<file path="config.mk">
export PLATFORM = sky130hd
export DESIGN_NAME = irq_prio_core
export DESIGN_NICKNAME = d
export VERILOG_FILES = /design/src/rtl/irq_pkg.sv /design/src/rtl/irq_sync.sv /design/src/rtl/irq_pick.sv /design/src/rtl/irq_prio_core.sv
export SDC_FILE = /design/constraint.sdc
export NUM_CORES = 1
export LEC_CHECK = 0
export ABC_CLOCK_PERIOD_IN_PS = 5410
export BUFFER_PORTS_ARGS = -buffer_cell sky130_fd_sc_hd__buf_4
export CAP_MARGIN = 20
export CORE_MARGIN = 10
export CORE_UTILIZATION = 60
export DETAILED_ROUTE_END_ITERATION = 10
export PLACE_DENSITY = 0.89
export SLEW_MARGIN = 20
export SYNTH_ARGS = -nofsm -noshare
export SYNTH_HDL_FRONTEND = slang
export SYNTH_SLANG_ARGS = --single-unit
</file>
<file path="constraint.sdc">
create_clock -name clk -period 5.41 [get_ports clk]
set_input_delay 0.541 -clock clk [delete_from_list [all_inputs] [get_ports clk]]
set_output_delay 0.541 -clock clk [all_outputs]
set_load 0.02 [all_outputs]
</file>
<file path="src/rtl/irq_pkg.sv">
package irq_pkg;

  typedef enum logic [2:0] {
    CMD_ROT_AUTO_CLR = 3'b000,
    CMD_EOI_NS       = 3'b001,
    CMD_NOP          = 3'b010,
    CMD_EOI_SP       = 3'b011,
    CMD_ROT_AUTO_SET = 3'b100,
    CMD_ROT_NS       = 3'b101,
    CMD_SET_PRI      = 3'b110,
    CMD_ROT_SP       = 3'b111
  } cmd_e;

  typedef enum logic [1:0] {
    ACK_IDLE = 2'd0,
    ACK_ONE  = 2'd1,
    ACK_TWO  = 2'd2
  } ack_e;

endpackage

</file>
<file path="src/rtl/irq_sync.sv">
// Two-stage synchronizer per line plus rising-edge detection. Edges are
// suppressed until the chain holds real samples, so a line that is high when
// reset is released never looks like a fresh transition.
module irq_sync #(
  parameter int N = 8
) (
  input  logic         clk,
  input  logic         rst_n,
  input  logic [N-1:0] d,
  output logic [N-1:0] lvl,
  output logic [N-1:0] rise
);

  logic [N-1:0] s1_q, s2_q, prev_q;
  logic [1:0]   cnt_q, cnt_d;
  logic         settled;

  assign settled = &cnt_q;

  always_comb begin
    cnt_d = cnt_q;
    if (!settled) cnt_d = cnt_q + 2'd1;
  end

  always_ff @(posedge clk or negedge rst_n) begin
    if (!rst_n) cnt_q <= 2'd0;
    else        cnt_q <= cnt_d;
  end

  for (genvar g = 0; g < N; g++) begin : g_line
    always_ff @(posedge clk or negedge rst_n) begin
      if (!rst_n) begin
        s1_q[g]   <= 1'b0;
        s2_q[g]   <= 1'b0;
        prev_q[g] <= 1'b0;
      end else begin
        s1_q[g]   <= d[g];
        s2_q[g]   <= s1_q[g];
        prev_q[g] <= s2_q[g];
      end
    end
    assign rise[g] = s2_q[g] & ~prev_q[g] & settled;
  end

  assign lvl = s2_q;

endmodule

</file>
<file path="src/rtl/irq_pick.sv">
// Finds the highest-ranked set bit of a vector under circular priority:
// level lo+1 ranks first and level lo ranks last. N must be a power of two.
module irq_pick #(
  parameter int N  = 8,
  parameter int LW = $clog2(N)
) (
  input  logic [N-1:0]  vec,
  input  logic [LW-1:0] lo,
  output logic          any,
  output logic [LW-1:0] lvl
);

  logic [LW-1:0] idx;

  always_comb begin
    any = 1'b0;
    lvl = '0;
    idx = '0;
    for (int r = N - 1; r >= 0; r--) begin
      idx = lo + LW'(1) + LW'(r);
      if (vec[idx]) begin
        any = 1'b1;
        lvl = idx;
      end
    end
  end

endmodule

</file>
<file path="src/rtl/irq_prio_core.sv">
module irq_prio_core
  import irq_pkg::*;
#(
  parameter  int N_LVL = 8,
  parameter  int VEC_W = 8,
  localparam int LW    = $clog2(N_LVL),
  localparam int BW    = VEC_W - LW
) (
  input  logic             clk,
  input  logic             rst_n,
  input  logic [N_LVL-1:0] req_in,
  input  logic             inta_n,
  input  logic [N_LVL-1:0] mask,
  input  logic             level_mode,
  input  logic             auto_eoi,
  input  logic [BW-1:0]    vec_base,
  input  logic             cmd_valid,
  input  logic [2:0]       cmd_code,
  input  logic [LW-1:0]    cmd_level,
  output logic             int_out,
  output logic             vec_oe,
  output logic [VEC_W-1:0] vec_out,
  output logic [N_LVL-1:0] irr,
  output logic [N_LVL-1:0] isr
);

  logic [N_LVL-1:0] sync_lvl, sync_rise, pend;
  logic [N_LVL-1:0] irr_q, irr_d, isr_q, isr_d;
  logic [LW-1:0]    low_q, low_d, ack_lvl_q, ack_lvl_d;
  logic             rauto_q, rauto_d, ack_hit_q, ack_hit_d, inta_q;
  ack_e             st_q, st_d;
  logic             pend_any, isr_any, inta_fall, inta_rise;
  logic [LW-1:0]    pend_lvl, isr_lvl;

  function automatic logic [LW-1:0] rank_of(input logic [LW-1:0] l,
                                            input logic [LW-1:0] lo);
    return l - lo - LW'(1);
  endfunction

  irq_sync #(.N(N_LVL)) i_sync (
    .clk(clk), .rst_n(rst_n), .d(req_in), .lvl(sync_lvl), .rise(sync_rise)
  );

  assign pend = irr_q & ~mask;

  irq_pick #(.N(N_LVL), .LW(LW)) i_pick_pend (
    .vec(pend), .lo(low_q), .any(pend_any), .lvl(pend_lvl)
  );

  irq_pick #(.N(N_LVL), .LW(LW)) i_pick_isr (
    .vec(isr_q), .lo(low_q), .any(isr_any), .lvl(isr_lvl)
  );

  assign inta_fall = ~inta_n & inta_q;
  assign inta_rise = inta_n & ~inta_q;

  always_comb begin
    irr_d     = level_mode ? sync_lvl : (irr_q | sync_rise);
    isr_d     = isr_q;
    low_d     = low_q;
    rauto_d   = rauto_q;
    st_d      = st_q;
    ack_lvl_d = ack_lvl_q;
    ack_hit_d = ack_hit_q;

    case (st_q)
      ACK_IDLE: if (inta_fall) begin
        st_d      = ACK_ONE;
        ack_hit_d = pend_any;
        ack_lvl_d = pend_any ? pend_lvl : '1;
        if (pend_any) begin
          irr_d[pend_lvl] = 1'b0;
          isr_d[pend_lvl] = 1'b1;
        end
      end
      ACK_ONE: if (inta_fall) st_d = ACK_TWO;
      ACK_TWO: if (inta_rise) begin
        st_d = ACK_IDLE;
        if (ack_hit_q && auto_eoi) isr_d[ack_lvl_q] = 1'b0;
        if (ack_hit_q && rauto_q)  low_d = ack_lvl_q;
      end
      default: st_d = ACK_IDLE;
    endcase

    if (cmd_valid) begin
      case (cmd_e'(cmd_code))
        CMD_EOI_NS: if (isr_any) isr_d[isr_lvl] = 1'b0;
        CMD_EOI_SP: isr_d[cmd_level] = 1'b0;
        CMD_ROT_NS: if (isr_any) begin
          isr_d[isr_lvl] = 1'b0;
          low_d          = isr_lvl;
        end
        CMD_ROT_SP: begin
          isr_d[cmd_level] = 1'b0;
          low_d            = cmd_level;
        end
        CMD_SET_PRI:      low_d   = cmd_level;
        CMD_ROT_AUTO_SET: rauto_d = 1'b1;
        CMD_ROT_AUTO_CLR: rauto_d = 1'b0;
        default: ;
      endcase
    end
  end

  always_ff @(posedge clk or negedge rst_n) begin
    if (!rst_n) begin
      irr_q     <= '0;
      isr_q     <= '0;
      low_q     <= '1;
      rauto_q   <= 1'b0;
      st_q      <= ACK_IDLE;
      ack_lvl_q <= '0;
      ack_hit_q <= 1'b0;
      inta_q    <= 1'b1;
    end else begin
      irr_q     <= irr_d;
      isr_q     <= isr_d;
      low_q     <= low_d;
      rauto_q   <= rauto_d;
      st_q      <= st_d;
      ack_lvl_q <= ack_lvl_d;
      ack_hit_q <= ack_hit_d;
      inta_q    <= inta_n;
    end
  end

  assign int_out = pend_any &
                   (~isr_any | (rank_of(pend_lvl, low_q) < rank_of(isr_lvl, low_q)));
  assign vec_oe  = (st_q == ACK_TWO);
  assign vec_out = vec_oe ? {vec_base, ack_lvl_q} : '0;
  assign irr     = irr_q;
  assign isr     = isr_q;

  // the interrupt line only rises for an unmasked pending request
  a_r6_mask_no_int: assert property (@(posedge clk) disable iff (!rst_n)
    int_out |-> ((irr & ~mask) != '0));

  // first pulse moves the resolver's winner into service
  a_r7_ack_sets_isr: assert property (@(posedge clk) disable iff (!rst_n)
    (st_q == ACK_IDLE && inta_fall && pend_any && !cmd_valid)
      |=> isr[$past(pend_lvl)]);

  // without auto clear, in-service bits drop only under a command
  a_r9_isr_held: assert property (@(posedge clk) disable iff (!rst_n)
    (!cmd_valid && !auto_eoi) |=> ((isr & $past(isr)) == $past(isr)));

  // set-priority command lands in the pointer one edge later
  a_r11_set_pri: assert property (@(posedge clk) disable iff (!rst_n)
    (cmd_valid && cmd_code == CMD_SET_PRI) |=> (low_q == $past(cmd_level)));

  // a driven vector always carries the programmed base
  a_r8_vec_base: assert property (@(posedge clk) disable iff (!rst_n)
    vec_oe |-> (vec_out[VEC_W-1:LW] == vec_base));

endmodule

</file>
### Yosys cells after proc, flatten, opt, wreduce, memory -nomap -nowiden

Index checks and enable logic that the tools add are counted.

* register bits after elaboration: 53
* input port bits: 33
* output and inout bits: 26
* logic and storage cells: 230

* add/subtract/negate cells: 13
* order comparisons: 17
* equality and inequality tests: 11
* mux-type cells: 97
* bitwise operators: 43
* reductions and logical operators: 16

Operators by type and width (count)
* $mux W8: 11
* $mux W3: 22
* $bmux W1 S3: 16
* $lt A3 B4 Y1 const B: 12
* $and A8 B8 Y8: 5
* $not A8 Y8: 5
* $mux W1: 36
* $pmux W8 S2: 2
* $and A1 B1 Y1: 19
* $or A8 B8 Y8: 2
* $add A3 B3 Y3 const B: 4
* $demux W1 S3: 4
* $eq A3 B3 Y1 const B: 4
* $ge A3 B1 Y1 const B: 4
* $not A1 Y1: 11
* $add A3 B1 Y3 const B: 2
* $add A3 B2 Y3 const B: 2
* $logic_and A1 B1 Y1: 6
* $mux W2: 3
* $pmux W2 S3: 1
* $pmux W3 S2: 1
* $reduce_and A2 Y1: 3
* $reduce_or A2 Y1: 3
* $sub A3 B1 Y3 const B: 2
* 15 further kinds: 17

### Depth between registers and ports, before layout

Gate-level depths: netlist (run 1).

* depth after elaboration: 24
* mapped depth: 22
* gate-level depth less buffers: 17

### Cells and area by module

From an unflattened synthesis (run 1), not the netlist that was laid out.

* cells, all modules: 429
* area total of the unflattened synthesis: 4409.2 um2

Modules (own cells, without submodules)
* irq_pick: instances 2, cells each 98, area each 938.4 um2, sequential area each 0.0 um2
* irq_prio_core: instances 1, cells each 195, area each 1754.2 um2, sequential area each 680.7 um2
* irq_sync: instances 1, cells each 38, area each 778.2 um2, sequential area each 650.6 um2

### Worst setup path before layout (run 1)

Ideal clock, no wire load.

* path kind: register to output
* start point: reg low_q[0]
* end point: out int_out
* arrival: 4743 ps
* data required time: 4869 ps
* slack: 126 ps
* stages on the path, launching flop included: 22
* buffers on the path: 4
* cell sequence: dfstp_2 > buf_6 > inv_4 > buf_1 > ha_1 > buf_4 > buf_4 > and4b_1 > nor4_4 > mux2_2 > inv_1 > o311a_1 > a32oi_4 > inv_2 > ha_1 > inv_1 > fa_1 > inv_1 > ha_1 > a21o_1 > a21o_1 > a21oi_1

* word-level cells in the longest chain between the ends: 17
* elaborated cells between the ends (all ways): 80
* classes of those cells: add/sub (12); order compare (1); mux (64); bitwise (3)

RTL lines
* start, declared: line irq_prio_core.sv:29 `logic [LW-1:0] low_q, low_d, ack_lvl_q, ack_lvl_d;`
* start signal, assigned: line irq_prio_core.sv:118 `low_q <= low_d;`
* $add A3 B1 Y3: line irq_pick.sv:20 `idx = lo + LW'(1) + LW'(r);`
* $add A3 B3 Y3: line irq_pick.sv:20
* $bmux W1 S3: line irq_pick.sv:21 `if (vec[idx]) begin`
* $mux W1 (implied by the code): line irq_pick.sv:21
* $mux W3 (8 in series): line irq_pick.sv:21
* $sub A3 B3 Y3: line irq_prio_core.sv:37 `return l - lo - LW'(1);`
* $sub A3 B1 Y3: line irq_prio_core.sv:37
* $lt A3 B3 Y1: line irq_prio_core.sv:128 `(~isr_any | (rank_of(pend_lvl, low_q) < rank_of(isr_lvl, low_q)));`
* $or A1 B1 Y1: line irq_prio_core.sv:128
* $and A1 B1 Y1 (*): line irq_prio_core.sv:127 `assign int_out = pend_any &`
* end, declared: line irq_prio_core.sv:20 `output logic int_out,`

Mark *: on every way between the ends. The rest lies on a longest branch, timed or not. The select of a mux whose other input is x is not followed.

### Worst setup path in the final report (run 1)

Ends and elaborated chain as after synthesis.

==> results of run 1 <==
[synth_stat cells (10+ instances only)]
library cell,number
nand2_1,35
inv_1,10
nand3_1,10
mux4_2,21
nor2b_1,19
clkbuf_1,12
o21ai_0,22
and2_1,12
nand2b_1,20
nor2_1,25
nor3_1,11
mux2i_1,23
dfrtp_1,49
a21oi_1,18
mux2_2,18
[flip-flops by register name, indices dropped and copies added, names as in the netlist]
name and flops:
i_sync.lvl 8, i_sync.prev_q 8, i_sync.s1_q 8, irr 8
isr 8, ack_lvl_q 3, low_q 3, i_sync.cnt_q 2
st_q 2, ack_hit_q 1, inta_q 1, rauto_q 1
[kinds of logic (layout without fill, tap and decap cells)]
kind of cell,after synthesis,in the layout,synth area share (%)
buffers and inverters,45,112,4.78
adders and majority gates,9,9,2.62
AOI/OAI and AO/OA,124,124,19.7
and+or+nand+nor,187,187,23.6
DFF,53,53,27.3
muxes,63,63,19.1
xor gates and xnor gates,11,11,2.85
[worst paths after layout]
kind	start	endpoint	slack (ns)	cells past startpoint
max	low_q[0]	int_out	0.10	20
min	rst_n	isr[3]	0.25	1
max reg2reg	low_q[0]	isr[1]	1.45	13
min reg2reg	i_sync.s1_q[2]	i_sync.lvl[2]	0.35	0
max in group asynchronous	rst_n	irr[6]	4.74	1
min in group clk	req_in[2]	i_sync.s1_q[2]	0.34	1
[per-stage QoR]
step / std cells / setup TNS (ns) / area, sq um
global route: 661 / -0.120 / 5760
floorplan: 492 / 0 / 4870
CTS: 645 / 0 / 5520
finish: 661 / 0 / 5760
global placement: 638 / 0 / 5400
detailed placement: 638 / 0 / 5400
[cell type report]
class,count,area share [%]
Clock buffer,5,1.19
Clock inverter,2,0.282
Inverter,12,0.891
Multi-Input combinational cell,394,59.6
Sequential cell,53,23.1
Tap cell,102,2.22
Timing Repair Buffer,93,12.7
[per-layer routing]
| layer | up-vias | track usage [%] | share of wire [%] |
|---|---|---|---|
| met4 | 0 | 6.61 | 1.9 |
| met5 | - | 0 | 0 |
| met2 | 244 | 37.6 | 50 |
| met1 | 2204 | 29.1 | 40 |
| li1 | 2022 | - | - |
| met3 | 29 | 3.89 | 8.2 |
[worst max-delay path: stages, from the launching register on]
cell and delay [ns]:
dfstp_2 0.60, inv_4 0.05, ha_4 0.33, buf_6 0.15, and4bb_2 0.29, nor4_4 0.39, mux2_4 0.26, buf_12 0.11
nand2_1 0.08, o21bai_1 0.21, a32oi_4 0.26, inv_2 0.09, ha_1 0.18, inv_1 0.08, fa_1 0.42, inv_1 0.07
ha_1 0.22, a21o_1 0.15, a21o_1 0.18, a21oi_2 0.18, buf_6 0.15
[repair_timing]
action / 4_1_cts / 5_1_grt
hold endpoints to repair: 0 / 0
endpoints found under the setup margin: 1 / 1
hold buffers: 0 / 0
setup buffers: 0 / 16
pin swaps: 0 / 6
resized for setup: 5 / 23
==> impl_results.md, run 1 <==
* H-tree levels at 2
* Initial core utilization at 62.4%
* Fillers at 533
* Post-Syn Instances at ~490
* I/O pin total at roughly 60
* Final critical-path share of the clock period at between 90% and 100%
* HPWL Detailed at between 10,000 and 15,000 um
* Seq/Total Area, Yosys at between 20% and 30%
* First-pass GRT wire length at 22,100 um
* Clock buffer depth at 2
* Seq cells post-synth at 53
* Commonest non-fill, non-tap cells in the layout: buf_4, dfrtp_1, nand2_1
* Post-Syn Nets at roughly 530
* Num CTS Buffers at 5
* Fmax at approximately 190 MHz
* Crit path DAT at 4.77 ns
* Clk_lat worst skew at roughly 0.31 ns
* Post-synth EDFFs at 0
* Status: finished, final reports clean
* Avg Cell Area, Syn at 9.91 sq um
* Rows at 32
* Clock root cell: clkbuf_8
* Placer Congestion at around 0.99
* Top FF cell, synth: dfrtp_1
* GRT Total Usage at ~22%
* Sequential cell area at between 0.001 and 0.0015 sq mm
* Remaining Overflow, GRT at 0
* Antenna violations before repair at 0
* Main area contributors after synthesis: dfrtp_1, mux4_2, mux2i_1, mux2_2, nand2_1
* Fraction of registers with async set/reset at 100%
* Final count of negative-setup-slack endpoints at 0
* Die ar. at between 0.01 and 0.015 sq mm
* Core region area at ~0.008 sq mm
* Critical path startpoint category: flip-flop
* DRC viols at 0
* Max_cap viols at 0
* Number of I/O port buffers at slightly below 60
* Share of layout cells above drive strength 1 at 32.7%
* Detail Route Antenna Nets at 0
* Area of the multi-input gates at between 0.003 and 0.004 sq mm
* Min Tclk post-route at approximately 5.3 ns
* # clock sinks at 53
* CTS clock-pin slew for the worst setup and hold paths at around 0.090 ns
* P&R area growth vs syn at 18.2%
* PnR worst setup slack at 0.100 ns
* Fin util at 73.8%
* Skew final at approximately 0.0070 ns
* Kind of critical path: reg -> out
* Largest net degree at the start of global routing at between 50 and 60
* Crit. End Element: output pin
* Detailed Route WL at about 14,000 um
* Vias in the first global route at ~4,300
* Relative slew slack at roughly 53%
* Least-Margin Pin Slew at 0.702 ns
* Worst Path Max Fanout at 7
* Syn. warnings at 0
* Wire per inst at 21.0 um
* Final hold viol count at 0
* Via count at approximately 4,500
* DR vias/cell at slightly below 7
* Data required time at the worst endpoint at between 4 and 5 ns
* Pre-antenna DRT Iters at 5
* Distinct cell type count after synthesis at slightly above 90
* Initial drt markers at approximately 240
* Die X at 110 um
* Fin. max-slew vios at 0
* Post-Syn Area at 0.00487 sq mm
* Final hold slack at ~0.25 ns
* Number of diodes at 0
* Leading area contributor after synthesis: dfrtp_1
* Worst min-delay path class: in -> async
* Nets at ~600
* CTS tree: done
* Most common cell after layout, fill and taps aside: buf_4
* Share of the synthesized area in the top cell type at between 20 and 30%
* DP Worst Slack at ~0.16 ns
* Die height at 110 um
Power of run 1 is not shown: default switching activity piles up to over one toggle a cycle in this logic, so the estimate is an artifact.
==> inputs of run 2 (changes only) <==
- ABC_CLOCK_PERIOD_IN_PS: 5410 -> 6300
- HOLD_SLACK_MARGIN: default -> 0.02
- clock period: 5.41 -> 6.3 ns (I/O delays scaled with it)
==> impl_results.md, run 2 (same netlist as run 1, synthesis figures left out) <==
* Kind of critical path: reg -> out (unchanged)
* Nets at 574 (was 601)
* Largest net degree at the start of global routing at 54 (unchanged)
* Max_cap viols at 0 (unchanged)
* Setup TNS at 0 ns (unchanged)
* # clock sinks at 53 (unchanged)
* Worst Path Max Fanout at 26 (was 7)
* Sequential cell area at 0.00133 sq mm (unchanged)
* Relative slew slack at 43.5% (was 53.1%)
* Final hold viol count at 0 (unchanged)
* FF-to-FF End: isr[1] (unchanged)
* Area of the multi-input gates at 0.00331 sq mm (was 0.00343 sq mm)
* Status: finished, final reports clean (unchanged)
* Rows at 32 (unchanged)
* Final count of negative-setup-slack endpoints at 0 (unchanged)
* Worst setup startpoint: low_q[0] (unchanged)
* Num CTS Buffers at 5 (unchanged)
* Detailed Route WL at 13,600 um (was 13,900 um)
* I/O pin total at 59 (unchanged)
* Least-Margin Pin Slew at 0.844 ns (was 0.702 ns)
* H-tree levels at 2 (unchanged)
* Postcts setup bufs at 0 (unchanged)
* Critical path startpoint category: flip-flop (unchanged)
* Initial drt markers at 216 (was 238)
* GRT Total Usage at 22.6% (was 22.4%)
* Number of I/O port buffers at 58 (unchanged)
* Crit. End Element: output pin (unchanged)
* Core region area at 0.00781 sq mm (unchanged)
* Number of diodes at 0 (unchanged)
* Worst r2r src: low_q[0] (unchanged)
* DR vias/cell at 6.94 (was 6.81)
* Via count at 4,406 (was 4,499)
* Die X at 110 um (unchanged)
* Fillers at 591 (was 533)
* Fin. max-slew vios at 0 (unchanged)
* Final critical-path share of the clock period at a little over nine tenths
* Clock root cell: clkbuf_8 (unchanged)
* Pre-antenna DRT Iters at 5 (unchanged)
* Crit path DAT at 5.31 ns (was 4.77 ns)
* Remaining Overflow, GRT at 0 (unchanged)
* Clk_lat worst skew at 0.31 ns (about the same)
* Cell depth of the worst flop-to-flop path at 11 (was 13)
* Dpl cells at 627 (was 638)
* Detail Route Antenna Nets at 0 (unchanged)
* Fmax at 168 MHz
* Vias in the first global route at 4,317 (unchanged)
* R2r setup slk at 1.97 ns (was 1.45 ns)
* Placer Congestion at 0.968 (was 0.995)
* Min Tclk post-route at roughly 6 ns
* Data required time at the worst endpoint at 5.67 ns (was 4.87 ns)
* DRC viols at 0 (unchanged)
* Skew final at 0.00573 ns (was 0.00704 ns)
* Initial core utilization at 62.4% (unchanged)
* Worst min-delay path class: in -> async (unchanged)
* Wire per inst at 21.5 um (was 21.0 um)
* CTS clock-pin slew for the worst setup and hold paths at 0.09 ns (about the same)
* Antenna violations before repair at 0 (unchanged)
* RSZ-0062 raised after global routing: false
* Die height at 110 um (unchanged)
* Filler-free cell count of the finished design at 635 (was 661)
* Post-CTS sizing at 0 (was 5)
* Most common cell after layout, fill and taps aside: buf_4 (unchanged)
* P&R area growth vs syn at 11.6% (was 18.2%)
* First-pass GRT wire length at 22,100 um (about the same)
* Die ar. at 0.0121 sq mm (unchanged)
* Share of layout cells above drive strength 1 at 27.8% (was 32.7%)
* Hold-fix buffers, CTS at 0 (unchanged)
* CTS tree: done (unchanged)
* Commonest non-fill, non-tap cells in the layout: buf_4, dfrtp_1, nand2_1 (unchanged)
* HPWL Detailed at 10,300 um (was 10,100 um)
* Clock buffer depth at 2 (unchanged)
## run 2: cell types whose count changed in the layout (fill, tap and decap cells not counted), moves of 2 or more
cell,delta
buf_6,-6
clkinvlp_4,-2
mux2i_2,-2
ha_4,-2
mux2i_1,+3
buf_4,-20
## run 2: final cells by class
cell class | count | area share, %
Clock inverter | 2 | 0.759
Timing Repair Buffer | 66 | 9.11
Multi-Input combinational cell | 394 | 60.9
Sequential cell | 53 | 24.5
Clock buffer | 6 | 1.52
Tap cell | 102 | 2.35
Inverter | 12 | 0.874
## run 2: worst max-delay path by stage
stage / to / slack (ns) / cells past startpoint
2_1_floorplan: int_out / 0.93 / 21
3_3_place_gp: int_out / 0.95 / 15
3_5_place_dp: int_out / 0.80 / 18
4_1_cts: int_out / 0.42 / 18
5_1_grt: int_out / 0.009 / 18
6_report: int_out / 0.36 / 18
## run 2: worst max-delay path, stage by stage (launching register included)
cell	delay (ns)
dfstp_2	0.59
inv_4	0.04
ha_2	0.65
nor4bb_1	0.73
nor4_2	0.20
mux2i_1	0.37
o21bai_1	0.12
a21o_1	0.22
a32oi_4	0.33
inv_2	0.11
ha_1	0.19
inv_1	0.08
fa_1	0.41
inv_1	0.07
ha_1	0.23
a21o_1	0.16
a21o_1	0.17
a21oi_1	0.16
buf_4	0.17
## run 2: metrics by stage
| step | setup WS, ns | hold slack [ns] | utilization, % | instance area, sq um |
|---|---|---|---|---|
| after floorplan | 0.927 | 0.331 | - | 4870 |
| after global placement | 0.950 | 0.332 | 68.1 | 5310 |
| after detailed placement | 0.804 | 0.335 | 68.1 | 5310 |
| after CTS | 0.422 | 0.356 | 69.6 | 5440 |
| after global routing | 0.00920 | 0.357 | 69.6 | 5440 |
| final | 0.364 | 0.344 | 69.6 | 5440 |
## run 2: per-layer routing
layer	up-vias	share of wire, %	global-route usage [%]
li1	1969	-	-
met1	2130	39	28.6
met2	269	50	38.3
met3	38	9.0	4.29
met4	0	2.4	7.06
met5	-	0	0
Power of run 2 is left out for the same reason.
